### src/rtl/txfmt_pkg.sv
package txfmt_pkg;

  localparam int unsigned TXF_DW   = 32;
  localparam int unsigned TXF_RW   = 3;
  localparam int unsigned TXF_STEP = 4;

  typedef enum logic [1:0] {
    PAD_ZERO = 2'b00,
    PAD_ONE  = 2'b01,
    PAD_SRC  = 2'b10,
    PAD_RSVD = 2'b11
  } pad_sel_e;

  // Pad value for a given selector; the reserved code falls back to zero.
  function automatic logic pick_pad(input logic [1:0] sel, input logic src_bit);
    logic r;
    case (pad_sel_e'(sel))
      PAD_ONE: r = 1'b1;
      PAD_SRC: r = src_bit;
      default: r = 1'b0;
    endcase
    return r;
  endfunction

endpackage

### src/rtl/txfmt_maskpad.sv
module txfmt_maskpad
  import txfmt_pkg::*;
#(
  parameter int unsigned DW = TXF_DW,
  localparam int unsigned IW = $clog2(DW)
) (
  input  logic [DW-1:0] din,
  input  logic [DW-1:0] keep,
  input  logic [1:0]    sel,
  input  logic [IW-1:0] pos,
  output logic          pad_bit,
  output logic [DW-1:0] dout
);

  assign pad_bit = pick_pad(sel, din[pos]);

  for (genvar i = 0; i < DW; i++) begin : g_bit
    assign dout[i] = keep[i] ? din[i] : pad_bit;
  end

endmodule

### src/rtl/txfmt_rotate.sv
module txfmt_rotate
  import txfmt_pkg::*;
#(
  parameter int unsigned DW   = TXF_DW,
  parameter int unsigned RW   = TXF_RW,
  parameter int unsigned STEP = TXF_STEP
) (
  input  logic [DW-1:0] din,
  input  logic [RW-1:0] code,
  output logic [DW-1:0] dout
);

  localparam int unsigned NPOS = 1 << RW;

  logic [DW-1:0] cand [NPOS];

  // One candidate per code; each is a fixed wiring of the input word.
  for (genvar c = 0; c < NPOS; c++) begin : g_amt
    localparam int unsigned SH = (c * STEP) % DW;
    if (SH == 0) begin : g_none
      assign cand[c] = din;
    end else begin : g_turn
      assign cand[c] = {din[SH-1:0], din[DW-1:SH]};
    end
  end

  assign dout = cand[code];

endmodule

### src/rtl/txfmt_reverse.sv
module txfmt_reverse
  import txfmt_pkg::*;
#(
  parameter int unsigned DW = TXF_DW
) (
  input  logic [DW-1:0] din,
  input  logic          en,
  output logic [DW-1:0] dout
);

  logic [DW-1:0] mirrored;

  for (genvar i = 0; i < DW; i++) begin : g_mir
    assign mirrored[i] = din[DW-1-i];
  end

  assign dout = en ? mirrored : din;

endmodule

### src/rtl/txfmt_pipe.sv
module txfmt_pipe
  import txfmt_pkg::*;
#(
  parameter int unsigned DW   = TXF_DW,
  parameter int unsigned RW   = TXF_RW,
  parameter int unsigned STEP = TXF_STEP,
  localparam int unsigned IW  = $clog2(DW)
) (
  input  logic          clk,
  input  logic          rst,
  input  logic          in_vld,
  input  logic [31:0]   in_word,
  input  logic [31:0]   fmt_mask,
  input  logic [1:0]    pad_sel,
  input  logic [4:0]    pad_pos,
  input  logic [2:0]    rot_code,
  input  logic          rev_en,
  output logic          out_vld,
  output logic [31:0]   out_word
);

  // Named intermediate words, observed by the bound checker.
  logic          pad_bit;
  logic [DW-1:0] stage1_word;
  logic [DW-1:0] stage2_word;
  logic [DW-1:0] stage3_word;

  txfmt_maskpad #(.DW(DW)) u_mask (
    .din     (in_word[DW-1:0]),
    .keep    (fmt_mask[DW-1:0]),
    .sel     (pad_sel),
    .pos     (pad_pos[IW-1:0]),
    .pad_bit (pad_bit),
    .dout    (stage1_word)
  );

  txfmt_rotate #(.DW(DW), .RW(RW), .STEP(STEP)) u_rot (
    .din  (stage1_word),
    .code (rot_code[RW-1:0]),
    .dout (stage2_word)
  );

  txfmt_reverse #(.DW(DW)) u_rev (
    .din  (stage2_word),
    .en   (rev_en),
    .dout (stage3_word)
  );

  always_ff @(posedge clk) begin
    if (rst) begin
      out_vld  <= 1'b0;
      out_word <= '0;
    end else begin
      out_vld <= in_vld;
      if (in_vld) out_word <= stage3_word;
    end
  end

endmodule

### config.mk
export PLATFORM = sky130hd
export DESIGN_NAME = txfmt_pipe
export DESIGN_NICKNAME = d
export VERILOG_FILES = /design/src/rtl/txfmt_pkg.sv /design/src/rtl/txfmt_maskpad.sv /design/src/rtl/txfmt_rotate.sv /design/src/rtl/txfmt_reverse.sv /design/src/rtl/txfmt_pipe.sv
export SDC_FILE = /design/constraint.sdc
export NUM_CORES = 1
export LEC_CHECK = 0
export ABC_AREA = 0
export ABC_CLOCK_PERIOD_IN_PS = 9700
export BUFFER_PORTS_ARGS = -buffer_cell sky130_fd_sc_hd__buf_4
export CORE_ASPECT_RATIO = 0.6
export CORE_MARGIN = 5
export CORE_UTILIZATION = 46
export CTS_CLUSTER_DIAMETER = 50
export DETAILED_ROUTE_END_ITERATION = 8
export GPL_ROUTABILITY_DRIVEN = 0
export PLACE_DENSITY = 0.82
export RECOVER_POWER = 50
export SYNTH_ARGS = -nofsm -noshare
export SYNTH_HDL_FRONTEND = slang
export SYNTH_HIERARCHICAL = 1
export SYNTH_SLANG_ARGS = --single-unit
### constraint.sdc
create_clock -name clk -period 9.7 [get_ports clk]
set_clock_uncertainty 0.2 [all_clocks]
set_input_delay 1.455 -clock clk [delete_from_list [all_inputs] [get_ports clk]]
set_output_delay 1.455 -clock clk [all_outputs]
set_load 0.01 [all_outputs]
==> qor.csv, run 1 <==
stage,metric,value,unit
clock_tree,H-tree levels,2,
floorplan,Initial Utilization,0.476,
detailed_routing,Post-Route WL,10.9,mm
sta,Hold Fails Final Rpt,0,
sta,RSZ-0062 raised after global routing,false,
clock_tree,Clock Root Buffer,clkbuf_16,
pwr,PwrDens,122,nW/um^2
detailed_routing,Routed Antenna Nets,0,
synth,cell count after synthesis,357,
clock_tree,postcts setup bufs,0,
critical_path,CP max stage delay,0.82,ns
detailed_routing,Via Count,3278,
sta,"Setup violations, final",0,
clock_tree,Clock Tree Buf Depth,2,
run_status,status,"finished, violations left",
detailed_routing,vias per std cell,5.95,
pwr,Final Total Pwr,0.000572,W
layout,Layout area overhead,15.2,%
synth,Syn Area/Cell,11.4,um^2
hold_path,worst hold path type,flop to flop,
layout,final-stage net count,518,
floorplan,Die Height,83.0,um
critical_path,CP Class,input port to flop,
clock_tree,Clock Latency Late Sink,0.28,ns
critical_path,crit end category,flop,
sta,setup tns final,0,ns
critical_path,worst path arrival time,4.77,ns
sta,max_slew headroom,-0.519,
clock_tree,Hold Buf Count CTS,0,
placed_design,post-DP HPWL,8.83,mm
global_route,antenna violations before repair,0,
sta,Max Clk Rate,207,MHz
critical_path,"Max stage delay cell, worst path",a221o_2,
layout,diode count,0,
floorplan,Core ar.,8590,um^2
clock_tree,clock slew at reported path FFs,0.05,ns
global_route,largest net degree at the start of global routing,34,
critical_path,Startpoint Class,input port,
floorplan,Die X,132,um
sta,Slew @ Worst Pin,2.28,ns
floorplan,top-level port count,111,
critical_path,worst-path cell chain,buf_4 > mux4_1 > mux2i_1 > a221o_2 > o31ai_1 > mux4_2 > mux2_2 > mux2_4 > mux2i_1 > nor2_1,
clock_tree,cts bufs inserted,5,
detailed_routing,WL per Instance,19.7,um
floorplan,num rows,26,
sta,fin crit share,0.497,
critical_path,Worst EP required,9.65,ns
clock_tree,CTS tree,yes,
detailed_routing,initial DRC count,265,
critical_path,Critical Path Fanout Max,32,
pwr,worst vdd ir,0.0000593,V
run_status,failing checks,"max-capacitance violations, max-slew violations",
placed_design,IO buf count,110,
global_route,number of global-route vias before repair,3235,
sta,pins over their slew limit,34,
synth,"Warnings, synthesis",6,
sta,Final min period,4.82,ns
pwr,Leak,2.01,nW
synth,cell area after synthesis,4080,um^2
global_route,global route total overflow,0,
detailed_routing,DRC viols,0,
job,max_cap viols,1,
layout,share of cells above drive strength 1,0.487,
global_route,first-pass GRT wire length,17.5,mm
critical_path,crit-path most repeated cell,mux2i_1,
synth,post-synth net total,437,
clock_tree,CTS resizes,0,
global_route,GRT Overall Usage,0.195,
floorplan,Die ar.,10900,um^2
detailed_routing,TritonRoute pass-1 iters,4,
clock_tree,CTS Sinks,33,
flip-flops by register name, summed over array words and instances, names as in the netlist:
| register | count |
|---|---|
| out_word | 32 |
| out_vld | 1 |
routing by layer:
metal	up-vias	part of all wire	wire length (um)	GRT usage
met5	-	0	0	0
met4	0	0.0071	77	0.0289
met3	10	0.097	1050	0.0725
met2	143	0.44	4830	0.289
met1	1590	0.45	4920	0.277
li1	1535	-	-	-
cell usage in the layout (no fill, tap or decap), types with 5 or more instances in the layout:
cell type	instances
buf_4	77
clkbuf_16	5
o31ai_2	27
nor2_1	63
mux2_2	34
mux4_2	32
mux4_1	5
clkbuf_1	33
mux2i_1	45
a21oi_1	32
dfxtp_1	33
mux2_4	30
worst paths after layout:
kind               startpoint            to  slack [ns]  cells after the start
setup reg to reg  out_word[1]   out_word[1]        8.78                      2
setup / recovery   pad_pos[0]  out_word[13]        4.88                     10
hold reg to reg   out_word[7]   out_word[7]        0.29                      2
hold / removal    out_word[7]   out_word[7]        0.29                      2
per-stage QoR:
step                std cells  setup WS [ns]  area, um^2  hold slack [ns]  utilization
finish                    551           4.88        4700            0.288        0.548
global route              551           4.71        4700            0.317        0.548
CTS                       551           4.93        4830            0.299        0.562
detailed placement        543           4.64        4670            0.288        0.544
global placement          543           4.77        4670            0.273        0.544
floorplan                 357           5.55        4080            0.331            -
layout make-up:
type / instances / area [um^2]
clock buffer: 7 / 153
clock inverter: 1 / 5.00
fill: 773 / 3880
inverter: 3 / 11.3
multi-input combinational: 285 / 3030
sequential: 33 / 661
tap: 112 / 140
timing repair buffer: 110 / 702
worst max-delay path: cells and delay by family:
family	cells	cell delay, ns
multiplexers	6	1.98
AO/OA/AOI/OAI	2	1.12
AND/OR/NAND/NOR	1	0.08
buffers and inverters	1	0.12
where the power goes:
part | leakage [nW] | total [W] | internal [W] | switching, W
Clock | 0.0799 | 0.000163 | 0.000108 | 0.0000550
Sequential | 0.271 | 0.000156 | 0.000148 | 0.00000758
Combinational | 1.66 | 0.000253 | 0.000134 | 0.000119
No activity file was read; power rests on OpenSTA's default activity.
==> run 2: changes to the inputs <==
Settings changed: ABC_CLOCK_PERIOD_IN_PS 9700 to 4900.
Clock period 9.7 ns to 4.9 ns, I/O delays scaled along.
==> run 2 against run 1 <==
The flow still finishes with violations (max-capacitance violations, max-slew violations). Sequential cell count stayed put. Via count is 2.5% higher. Core utilization is 0.22 points higher. Power is 95% higher. Clock-buffer cell count is 1 lower. Cell area is 0.40% higher. Sequential power is 97% higher. Register-to-register slack worse by 4.8 ns. Critical path depth is 1 higher. Setup slack worse by 3.7 ns. Critical path type unchanged. Critical endpoint is now out_word[31]. Largest cell class unchanged.
==> qor.csv, run 2 (synthesis results as in run 1) <==
stage,metric,value,unit,change
placed_design,IO buf count,110,,unchanged
sta,Hold WS,0.292,ns,was 0.288 ns
global_route,first-pass GRT wire length,17.6,mm,was 17.5 mm
global_route,antenna violations before repair,0,,unchanged
critical_path,CP Depth,11,,was 10
clock_tree,Clock Tree Buf Depth,2,,unchanged
run_status,failing checks,"max-capacitance violations, max-slew violations",,unchanged
clock_tree,Clock Root Buffer,clkbuf_16,,unchanged
floorplan,Initial Utilization,0.476,,unchanged
floorplan,Core ar.,8590,um^2,unchanged
clock_tree,Clock Latency Late Sink,0.28,ns,about the same
job,max_cap viols,1,,unchanged
sta,Slew @ Worst Pin,2.24,ns,was 2.28 ns
critical_path,Critical Path Fanout Max,16,,was 32
layout,Fill cells,741,,was 773
sta,setup tns final,0,ns,unchanged
hold_path,worst hold path type,flop to flop,,unchanged
detailed_routing,routed wl met3,1.28,mm,was 1.05 mm
layout,Final Cell Area,4720,um^2,was 4700 um^2
floorplan,Die X,132,um,unchanged
clock_tree,postcts setup bufs,0,,unchanged
placed_design,post-DP HPWL,8.85,mm,was 8.83 mm
layout,"commonest non-fill, non-tap cells in the layout","82 x buf_4, 63 x nor2_1, 45 x mux2i_1",,"was 77 x buf_4, 63 x nor2_1, 45 x mux2i_1"
detailed_routing,DRC viols,0,,unchanged
critical_path,worst-path cell chain,buf_4 > mux2i_1 > mux4_2 > a22o_2 > buf_4 > o31ai_2 > mux4_1 > mux2_2 > mux2_2 > mux2i_1 > nor2_1,,was buf_4 > mux4_1 > mux2i_1 > a221o_2 > o31ai_1 > mux4_2 > mux2_2 > mux2_4 > mux2i_1 > nor2_1
layout,Largest register FFs,32,,unchanged
critical_path,CP max stage delay,0.56,ns,was 0.82 ns
floorplan,Die Height,83.0,um,unchanged
detailed_routing,TritonRoute pass-1 iters,4,,unchanged
sta,RSZ-0062 raised after global routing,false,,unchanged
detailed_routing,Via Count,3360,,was 3278
sta,"Setup violations, final",0,,unchanged
floorplan,Die ar.,10900,um^2,unchanged
critical_path,crit end category,flop,,unchanged
critical_path,Buf/Inv on CP,2,,was 1
layout,share of cells above drive strength 1,0.491,,was 0.487
clock_tree,Hold Buf Count CTS,0,,unchanged
layout,final-stage net count,523,,was 518
sta,Hold Fails Final Rpt,0,,unchanged
detailed_routing,top layer in use,met4,,unchanged
sta,max_slew headroom,-0.497,,was -0.519
clock_tree,CTS resizes,0,,unchanged
detailed_routing,initial DRC count,270,,was 265
layout,diode count,0,,unchanged
clock_tree,CTS Sinks,33,,unchanged
placed_design,Placement Cell Area,4710,um^2,was 4670 um^2
clock_tree,clock slew at reported path FFs,0.05,ns,about the same
critical_path,CP Class,input port to flop,,unchanged
global_route,largest net degree at the start of global routing,34,,unchanged
critical_path,worst path arrival time,3.71,ns,was 4.77 ns
run_status,status,"finished, violations left",,unchanged
critical_path,Worst EP required,4.86,ns,was 9.65 ns
critical_path,r2r endpoint,out_word[1],,unchanged
clock_tree,H-tree levels,2,,unchanged
clock_tree,CTS tree,yes,,unchanged
sta,pins over their slew limit,34,,unchanged
detailed_routing,Routed Antenna Nets,0,,unchanged
layout,Layout area overhead,15.6,%,was 15.2%
pwr,worst vdd ir,0.000122,V,was 0.0000593 V
detailed_routing,Post-Route WL,11.1,mm,was 10.9 mm
critical_path,r2r setup slk,4.02,ns,was 8.78 ns
global_route,number of global-route vias before repair,3283,,was 3235
critical_path,worst setup path end,out_word[31],,was out_word[13]
floorplan,num rows,26,,unchanged
sta,Final min period,3.75,ns,
detailed_routing,WL per Instance,20.0,um,was 19.7 um
sta,Max Clk Rate,266,MHz,
floorplan,top-level port count,111,,unchanged
layout,multi-input logic area,3030,um^2,unchanged
sta,fin crit share,0.766,,
layout,"commonest non-fill, non-tap cell in the layout",buf_4,,unchanged
critical_path,start point of the critical path,pad_pos[1],,was pad_pos[0]
global_route,global route total overflow,0,,unchanged
clock_tree,cts bufs inserted,5,,unchanged
detailed_routing,met2 WL post-DR,4.89,mm,was 4.83 mm
critical_path,worst r2r src,out_word[1],,unchanged
critical_path,"Max stage delay cell, worst path",mux4_1,,was a221o_2
pwr,Leak,2.03,nW,was 2.01 nW
pwr,PwrDens,236,nW/um^2,was 122 nW/um^2
detailed_routing,Metal-1 WL,4.83,mm,was 4.92 mm
layout,biggest regs,"out_word x32, out_vld x1",,unchanged
critical_path,"CP delay by family, top",multiplexers,,unchanged
critical_path,Worst R2R Path Depth,2,,unchanged
layout,FF/Latch Area,661,um^2,unchanged
layout,Top reg by flops,out_word,,unchanged
global_route,GRT Overall Usage,0.197,,was 0.195
critical_path,Startpoint Class,input port,,unchanged
detailed_routing,vias per std cell,6.04,,was 5.95
==> run 2: metrics by stage <==
stage	worst slack [ns]	cells	total power (W)	util
5_1_grt	0.945	556	0.00118	0.550
6_report	1.15	556	0.00111	0.550
3_3_place_gp	1.04	548	0.000815	0.548
4_1_cts	1.23	556	0.00113	0.564
3_5_place_dp	0.948	548	0.000831	0.548
2_1_floorplan	1.47	357	0.000686	-
==> run 2: power breakdown <==
part | total (W) | internal [W] | switching (W) | leakage [nW]
Combinational | 0.000511 | 0.000269 | 0.000241 | 1.68
Sequential | 0.000307 | 0.000293 | 0.0000139 | 0.271
Clock | 0.000297 | 0.000186 | 0.000111 | 0.0706
Total | 0.00111 | 0.000749 | 0.000366 | 2.03
==> run 2: routing by layer <==
layer,track usage,vias up
li1,-,1543
met1,0.277,1625
met2,0.291,177
met3,0.0731,15
met4,0.0401,0
met5,0,-
==> run 2: worst min-delay path, stage by stage, from the launching register on <==
cell and delay [ns]:
dfxtp_1 0.32, mux2i_1 0.06, nor2_1 0.07
==> run 2: final cells by class <==
type / count / area share
Clock buffer: 6 / 0.0273
Clock inverter: 2 / 0.00212
Inverter: 3 / 0.00238
Sequential cell: 33 / 0.140
Multi-Input combinational cell: 285 / 0.642
Timing Repair Buffer: 115 / 0.157
Tap cell: 112 / 0.0297
==> run 2: worst min-delay path by stage <==
stage                            start           end  slack (ns)  cells past startpoint
after floorplan            out_word[0]   out_word[0]        0.33                      2
after global placement    out_word[12]  out_word[12]        0.27                      2
after detailed placement  out_word[27]  out_word[27]        0.28                      2
after CTS                 out_word[27]  out_word[27]        0.30                      2
after global routing      out_word[22]  out_word[22]        0.31                      2
final                     out_word[27]  out_word[27]        0.29                      2
==> run 3: changes to the inputs <==
Settings changed: ABC_AREA 0 to 1, ABC_CLOCK_PERIOD_IN_PS 4900 to 3500, PLACE_DENSITY 0.82 to 0.81.
Clock period 4.9 ns to 3.5 ns, I/O delays scaled along.
==> run 3 against run 2 <==
The run still ends with max-capacitance violations, max-slew violations left. Hold slack got worse by 0.080 ns. Sequential share of layout area fell by 0.91 points. Critical path depth rose by 11. Global-route usage rose by 1.3 points. Power rose by 38%. Cell area rose by 7.0%. Clock-buffer cell count fell by 1. Area after synthesis rose by 11%. Critical path type unchanged. Critical endpoint is now out_word[30]. Largest cell class unchanged. Largest power group unchanged.
==> qor.csv, run 3 <==
stage,metric,value,unit,change
run_status,status,"finished, violations left",,unchanged
run_status,failing checks,"max-capacitance violations, max-slew violations",,unchanged
layout,FF/Latch Area,661,um^2,unchanged
floorplan,Die ar.,12000,um^2,was 10900 um^2
critical_path,worst-path cell chain,buf_4 > inv_8 > nand2_1 > nand3_1 > nand2_1 > nand2_1 > nand3_1 > nand3b_1 > nand3_2 > nand2_4 > nand3_1 > nand2_1 > nand2_1 > nand3_1 > nand3_1 > nand2_1 > nand2_2 > nand2_1 > inv_1 > nand2_1 > nand2_1 > nor2_1,,was buf_4 > mux2i_1 > mux4_2 > a22o_2 > buf_4 > o31ai_2 > mux4_1 > mux2_2 > mux2_2 > mux2i_1 > nor2_1
pwr,Final Total Pwr,0.00154,W,was 0.00111 W
critical_path,CP max stage delay,0.37,ns,was 0.56 ns
placed_design,Placement Cell Area,5020,um^2,was 4710 um^2
detailed_routing,Via Count,4914,,was 3360
clock_tree,CTS Sinks,33,,unchanged
clock_tree,clock slew at reported path FFs,0.05,ns,about the same
clock_tree,cts bufs inserted,5,,unchanged
clock_tree,postcts setup bufs,0,,unchanged
synth,cell count after synthesis,778,,was 357
global_route,largest net degree at the start of global routing,66,,was 34
global_route,global route total overflow,0,,unchanged
global_route,number of global-route vias before repair,4527,,was 3283
floorplan,top-level port count,111,,unchanged
critical_path,"Max stage delay cell, worst path",nand2_4,,was mux4_1
sta,max_slew headroom,-0.646,,was -0.497
clock_tree,Clock Latency Late Sink,0.27,ns,was 0.28 ns
sta,Hold Fails Final Rpt,0,,unchanged
synth,"Warnings, synthesis",6,,unchanged
placed_design,post-DP HPWL,10.1,mm,was 8.85 mm
floorplan,num rows,28,,was 26
clock_tree,CTS resizes,0,,unchanged
critical_path,r2r setup slk,2.65,ns,was 4.02 ns
detailed_routing,DRC viols,0,,unchanged
global_route,antenna violations before repair,0,,unchanged
critical_path,Worst EP required,3.51,ns,was 4.86 ns
sta,setup tns final,0,ns,unchanged
detailed_routing,initial DRC count,442,,was 270
clock_tree,Clock Tree Buf Depth,2,,unchanged
hold_path,worst hold path type,input port to flop,,was flop to flop
layout,final non-filler cell total,983,,was 556
critical_path,Critical Path Fanout Max,32,,was 16
pwr,worst vdd ir,0.000218,V,was 0.000122 V
sta,Final min period,3.01,ns,
synth,cell area after synthesis,4550,um^2,was 4080 um^2
placed_design,placed cells,976,,was 548
sta,min setup slack post-route,0.488,ns,was 1.15 ns
critical_path,CP Class,input port to flop,,unchanged
placed_design,IO buf count,110,,unchanged
detailed_routing,Post-Route WL,12.6,mm,was 11.1 mm
layout,biggest regs,"out_word x32, out_vld x1",,unchanged
sta,pins over their slew limit,66,,was 34
layout,Top reg by flops,out_word,,unchanged
detailed_routing,vias per std cell,5.00,,was 6.04
critical_path,crit-path most repeated cell,nand2_1,,
critical_path,crit end category,flop,,unchanged
critical_path,worst path arrival time,3.02,ns,was 3.71 ns
clock_tree,Hold Buf Count CTS,0,,unchanged
layout,Fill cells,1046,,was 741
layout,Layout area overhead,11.0,%,was 15.6%
synth,Syn Area/Cell,5.85,um^2,was 11.4 um^2
critical_path,Startpoint Class,input port,,unchanged
layout,"commonest non-fill, non-tap cells in the layout","317 x nand2_1, 126 x nand3_1, 78 x buf_4",,"was 82 x buf_4, 63 x nor2_1, 45 x mux2i_1"
layout,share of cells above drive strength 1,0.232,,was 0.491
sta,Slew @ Worst Pin,2.47,ns,was 2.24 ns
pwr,PwrDens,305,nW/um^2,was 236 nW/um^2
sta,"Setup violations, final",0,,unchanged
layout,Largest register FFs,32,,unchanged
layout,diode count,0,,unchanged
detailed_routing,Routed Antenna Nets,0,,unchanged
floorplan,Die X,138,um,was 132 um
layout,final-stage net count,928,,was 523
floorplan,Initial Utilization,0.466,,was 0.476
job,max_cap viols,1,,unchanged
detailed_routing,WL per Instance,12.8,um,was 20.0 um
detailed_routing,TritonRoute pass-1 iters,5,,was 4
placed_design,Place WS,0.298,ns,was 0.948 ns
sta,fin crit share,0.861,,
floorplan,Die Height,87.0,um,was 83.0 um
pwr,Leak,2.88,nW,was 2.03 nW
layout,"commonest non-fill, non-tap cell in the layout",nand2_1,,was buf_4
sta,Max Clk Rate,332,MHz,
critical_path,"CP delay by family, top",simple AND/OR/NAND/NOR gates,,was multiplexers
sta,RSZ-0062 raised after global routing,false,,unchanged
layout,multi-input logic area,3040,um^2,was 3030 um^2
global_route,first-pass GRT wire length,21.3,mm,was 17.6 mm
clock_tree,H-tree levels,2,,unchanged
global_route,GRT Overall Usage,0.210,,was 0.197
clock_tree,Clock Root Buffer,clkbuf_16,,unchanged
clock_tree,CTS tree,yes,,unchanged
critical_path,Buf/Inv on CP,3,,was 2
floorplan,Core ar.,9770,um^2,was 8590 um^2
layout,Final Cell Area,5050,um^2,was 4720 um^2
synth,post-synth net total,858,,was 437
## run 3: area by class of cell
cell class,count,area share
Tap cell,135,0.0334
Multi-Input combinational cell,619,0.601
Sequential cell,33,0.131
Clock inverter,2,0.00693
Inverter,78,0.0624
Timing Repair Buffer,111,0.140
Clock buffer,5,0.0248
## run 3: worst reg2reg max path, delay by kind of cell, from the launching register on
kind / cells / cell delay, ns
simple gates: 2 / 0.24
flops: 1 / 0.33
## run 3: per-layer routing
metal | routed length [um] | global-route usage | up-vias
li1 | - | - | 2541
met1 | 6220 | 0.296 | 2214
met2 | 5390 | 0.336 | 153
met3 | 910 | 0.0576 | 6
met4 | 36 | 0.0143 | 0
met5 | 0 | 0 | -
## run 3: where the power goes
part           internal, W  total (W)  switching, W
combinational     0.000233   0.000647      0.000414
sequential        0.000407   0.000422     0.0000151
clock             0.000329   0.000474      0.000145
## run 3: worst paths after layout
path,cells after the start,from,endpoint
hold reg to reg,2,out_word[15],out_word[15]
hold / removal,2,rst,out_vld
setup / recovery,22,pad_pos[0],out_word[30]
setup reg to reg,2,out_word[20],out_word[20]
## run 3: per-stage QoR
step / hold WS, ns / utilization
after floorplan: 0.292 / -
after detailed placement: 0.263 / 0.513
after global routing: 0.203 / 0.517
final: 0.211 / 0.517
after global placement: 0.263 / 0.513
after CTS: 0.205 / 0.530
